==> src/rtl/tes_pkg.sv <==
package tes_pkg;
  localparam int CH_CNT  = 4;
  localparam int REG_W   = 16;
  localparam int UPD_BIT = 0;
  localparam int CC_LSB  = UPD_BIT + 1;
  localparam int COM_BIT = CC_LSB + CH_CNT;
  localparam int TRG_BIT = COM_BIT + 1;
  localparam int BRK_BIT = TRG_BIT + 1;
  localparam int IRQ_W   = BRK_BIT + 1;
  localparam int OF_LSB  = IRQ_W + 1;

  function automatic logic [REG_W-1:0] buildMask();
    logic [REG_W-1:0] m;
    m = '0;
    for (int i = 0; i < IRQ_W; i++) m[i] = 1'b1;
    for (int i = 0; i < CH_CNT; i++) m[OF_LSB + i] = 1'b1;
    return m;
  endfunction

  localparam logic [REG_W-1:0] IMPL_MASK = buildMask();

  typedef struct packed {
    logic [REG_W-1:0] setBits;
    logic [REG_W-1:0] clrBits;
  } strobe_t;
endpackage

==> src/rtl/tes_ctl.sv <==
module tes_ctl
  import tes_pkg::*;
(
  input  logic              selIn,
  input  logic              wrEn,
  input  logic [REG_W-1:0]  wrData,
  input  logic              updEvt,
  input  logic [CH_CNT-1:0] ccEvt,
  input  logic [CH_CNT-1:0] captureMode,
  input  logic [CH_CNT-1:0] ccFlags,
  input  logic              comEvt,
  input  logic              trgEvt,
  input  logic              gatedMode,
  input  logic              brkLevel,
  output strobe_t           strb
);
  logic [REG_W-1:0] setVec;

  always_comb begin
    setVec = '0;
    setVec[UPD_BIT] = updEvt;
    setVec[COM_BIT] = comEvt;
    setVec[TRG_BIT] = trgEvt & ~gatedMode;
    setVec[BRK_BIT] = brkLevel;
    for (int i = 0; i < CH_CNT; i++) begin
      setVec[CC_LSB + i] = ccEvt[i];
      setVec[OF_LSB + i] = ccEvt[i] & captureMode[i] & ccFlags[i];
    end
  end

  assign strb.setBits = setVec & IMPL_MASK;
  assign strb.clrBits = (selIn && wrEn) ? (~wrData & IMPL_MASK) : '0;
endmodule

==> src/rtl/tes_flags.sv <==
module tes_flags
  import tes_pkg::*;
(
  input  logic             clk,
  input  logic             rstN,
  input  strobe_t          strb,
  input  logic             selIn,
  input  logic [IRQ_W-1:0] irqEnable,
  output logic [REG_W-1:0] flags,
  output logic [REG_W-1:0] rdData,
  output logic             irqOut
);
  always_ff @(posedge clk or negedge rstN) begin
    if (!rstN) flags <= '0;
    else       flags <= ((flags & ~strb.clrBits) | strb.setBits) & IMPL_MASK;
  end

  assign rdData = selIn ? flags : '0;
  assign irqOut = |(flags[IRQ_W-1:0] & irqEnable);
endmodule

==> src/rtl/tim_event_status.sv <==
module tim_event_status
  import tes_pkg::*;
(
  input  logic              clk,
  input  logic              rstN,
  input  logic              selIn,
  input  logic              wrEn,
  input  logic [REG_W-1:0]  wrData,
  output logic [REG_W-1:0]  rdData,
  input  logic [IRQ_W-1:0]  irqEnable,
  output logic              irqOut,
  input  logic              updEvt,
  input  logic [CH_CNT-1:0] ccEvt,
  input  logic [CH_CNT-1:0] captureMode,
  input  logic              comEvt,
  input  logic              trgEvt,
  input  logic              gatedMode,
  input  logic              brkLevel
);
  strobe_t          strbBus;
  logic [REG_W-1:0] flagBus;

  tes_ctl u_ctl (
    .selIn(selIn), .wrEn(wrEn), .wrData(wrData),
    .updEvt(updEvt), .ccEvt(ccEvt), .captureMode(captureMode),
    .ccFlags(flagBus[CC_LSB +: CH_CNT]),
    .comEvt(comEvt), .trgEvt(trgEvt), .gatedMode(gatedMode),
    .brkLevel(brkLevel), .strb(strbBus)
  );

  tes_flags u_flags (
    .clk(clk), .rstN(rstN), .strb(strbBus), .selIn(selIn),
    .irqEnable(irqEnable), .flags(flagBus), .rdData(rdData), .irqOut(irqOut)
  );
endmodule

==> config.mk <==
export PLATFORM = sky130hd
export DESIGN_NAME = tim_event_status
export DESIGN_NICKNAME = d
export VERILOG_FILES = /design/src/rtl/tes_pkg.sv /design/src/rtl/tes_ctl.sv /design/src/rtl/tes_flags.sv /design/src/rtl/tim_event_status.sv
export SDC_FILE = /design/constraint.sdc
export NUM_CORES = 1
export LEC_CHECK = 0
export CAP_MARGIN = 0
export CORE_MARGIN = 3
export CORE_UTILIZATION = 31
export CTS_CLUSTER_DIAMETER = 100
export DETAILED_ROUTE_END_ITERATION = 8
export PLACE_DENSITY = 0.79
export SLEW_MARGIN = 20
export SYNTH_ARGS = -nofsm -noshare
export SYNTH_HDL_FRONTEND = slang
export SYNTH_SLANG_ARGS = --single-unit
==> constraint.sdc <==
create_clock -name clk -period 1.11 [get_ports clk]
set_clock_uncertainty 0.05 [all_clocks]
set_input_delay 0.1665 -clock clk [delete_from_list [all_inputs] [get_ports clk]]
set_output_delay 0.1665 -clock clk [all_outputs]
set_load 0.005 [all_outputs]
==> key figures <==
Outcome
  • Status: finished with violations
  • Violations in the final reports: setup timing

Routing
  • Total iterations of the first detailed-routing run: 4
  • DR WL/cell: between 10 and 15 um
  • Post-route antenna net violation count: 0
  • Routed wire length: between 2000 and 2500 um
  • Via Count: 766
  • Vias per Instance: between 4 and 5
  • DR DRC count: 0
  • DR iter-0 viols: 5

Layout
  • Largest Register: u_flags.flags
  • Area growth syn-to-layout: 114.1%
  • Max reg flops: 12
  • Final std cells w/o fill: 167
  • FF+latch area: roughly 300 sq um
  • Most common cell after layout, fill and taps aside: clkdlybuf4s50_1
  • Most frequent cells in the layout: clkdlybuf4s50_1 (35), buf_4 (21), buf_6 (13)
  • Fin nets: approximately 180
  • Layout cells sized above 1: 38.57%
  • Fill cells: 127
  • Multi-input gate area: 345.3 sq um
  • Post-Layout Inst Area: ~1400 sq um
  • Regs by FF count: u_flags.flags (12)
  • Ant. Diodes: 0

Yosys
  • #FFs+latches synth: 12
  • Synth Area in XOR/XNOR: 0%
  • Sequential fraction of the synthesis area: 45.20%
  • Synthesized instance count: 62
  • Post-synthesis simple-gate area fraction: approximately 26%
  • Netlist cell types: 13
  • Post-synthesis adder-cell area fraction: 0%
  • Ys Warns: 0
  • Mux cell area share after synthesis: 0%
  • Syn avg cell area: between 10 and 15 sq um
  • Compound-Gate Fraction of Synth Area: about a fifth
  • Largest family of logic cells by synthesized area: simple AND/OR/NAND/NOR gates
  • Synthesized area: about 660 sq um

Die
  • I/O Pins: just under 60
  • Die Width: approximately 52 um
  • Die footprint: approximately 2700 sq um
  • Core Area: about 2000 sq um
  • Starting Density: roughly a third
  • Die Ht: about 52 um
  • # rows: 16

Timing
  • Hold_ws: 0.1487 ns
  • Max-slew violation count: 0
  • RSZ-0062 raised after global routing: yes
  • Setup violators final: 12
  • Max Fclk: a little over 700 MHz
  • Final TNS setup: -1.250 ns
  • PnR worst setup slack: -0.2901 ns
  • Final critical-path share of the clock period: 126.1%
  • Final hold violations: 0
  • Tmin final: between 1 and 1.5 ns

Clock network
  • Cts hold-fix bufs: 0
  • TritonCTS buffer count: 3
  • Deepest clock path buffer count: 2
  • Clock root buffer master: clkbuf_4
  • CTS tree: yes
  • H-tree Lvls: 1
  • TritonCTS sink count: 12
  • Clk_lat worst skew: approximately 0.27 ns
  • Clock-pin slew on the worst setup and hold paths: about 0.080 ns

Power
  • Combinational group share of total power: 34.1%
  • Pwr Density: 896.2 nW/um^2
  • Clk pwr share: between 20% and 30%
  • Sequential power share: 38.7%
  • Cell Int Power: between 0.9 and 1 mW
  • Switching power share of the total: approximately a quarter
  • Lkg Pwr: about 0.62 nW
  • Psw: roughly 0.30 mW
  • Worst VDD drop: around 0.66 mV

Critical path
  • CP arrival: roughly 1.2 ns
  • R2R setup slack: -0.01 ns
  • Worst setup EP type: output port
  • R2R cell count: 4
  • CP startpoint kind: flop
  • Crit Path Max Fanout: 2
  • Worst EP required: just under 0.9 ns
  • Worst Setup Path Type: flop to output port

Placement
  • HPWL reported at the end of detailed placement: 1648 um
  • # port buffers: 49
  • DP Cell Count: between 100 and 150
  • Area post-placement: ~1300 sq um
  • Pre-CTS WS: -0.5690 ns
  • Final Wtd Congestion: between 0.7 and 0.8

Global routing
  • First-pass GRT wire length: 3222 um
  • Initial antenna violation count: 0
  • GRT Total Usage: approximately 16%
  • Largest net degree at the start of global routing: 13
  • Vias in the first global route: roughly 760
  • GRT Residual Overflow: 0

Min path
  • Hold Path Class: input port to asynchronous set/reset pin

Flow run
  • Max-Cap Viols: 0
-- per-stage QoR --
| stage | util (%) | power (mW) |
|---|---|---|
| 6_report | 71.06 | 1.275 |
| 5_1_grt | 71.06 | 1.340 |
| 4_1_cts | 68.38 | 1.254 |
| 3_5_place_dp | 62.50 | 0.8697 |
| 3_3_place_gp | 62.50 | 0.8621 |
| 2_1_floorplan | - | 0.6168 |
-- layer usage --
layer	global-route usage [%]	up-vias	routed length [um]
met5	0	-	0
met4	5.106	0	16
met3	4.558	2	232
met2	28.72	37	1130
met1	17.97	354	918
li1	-	373	-
-- final timing paths --
check,start,endpoint
worst max register to register,u_flags.flags[1],u_flags.flags[9]
min in group clk,brkLevel,u_flags.flags[7]
max in group asynchronous,rstN,u_flags.flags[11]
worst min-delay path,rstN,u_flags.flags[9]
worst max-delay path,u_flags.flags[5],irqOut
worst min register to register,u_flags.flags[12],u_flags.flags[12]
-- area by class of cell --
| class | instances | area share [%] |
|---|---|---|
| clock buffers | 4 | 2.551 |
| inverters | 1 | 0.2639 |
| multi-input cells | 45 | 24.27 |
| flip-flops and latches | 12 | 21.11 |
| well taps | 27 | 2.375 |
| repair buffers | 78 | 49.43 |
-- power groups by stage --
stage / clock network [mW] / registers (mW) / logic (mW)
after floorplan: 0 / 0.500 / 0.117
after global placement: 0 / 0.502 / 0.360
after detailed placement: 0 / 0.503 / 0.367
after CTS: 0.358 / 0.491 / 0.405
after global routing: 0.375 / 0.497 / 0.468
final: 0.347 / 0.493 / 0.435
-- cell usage after synthesis --
master,n,area [sq um]
and2_1,12,75.07
conb_1,1,3.750
nand4_1,1,6.260
buf_2,1,5.000
buf_4,5,37.54
a22o_1,1,8.760
a22oi_1,4,30.03
a32o_1,4,40.04
inv_1,1,3.750
dfrtp_1,12,300.3
a21o_1,7,52.55
nand3b_1,12,90.09
buf_6,1,11.26
-- timing repair --
item / in CTS / in global routing
pin swaps: 9 / 4
buffers inserted: 11 / 6
gates cloned: 0 / 0
setup endpoints to repair: 14 / 13
gates resized for setup: 64 / 10
-- critical path, cell delays in order, from the launching register on --
cell and delay (ns):
dfrtp_1 0.39, buf_4 0.14, a22oi_2 0.17, nand4_1 0.09
buf_2 0.13
-- cell families (layout without fill, tap and decap cells) --
family / after synthesis / after routing
other: 1 / 4
AO/OA/AOI/OAI: 16 / 16
AND/OR/NAND/NOR: 25 / 25
flip-flops: 12 / 12
buffers and inverters: 8 / 83
Note: power is estimated with default switching activity, not from simulation.
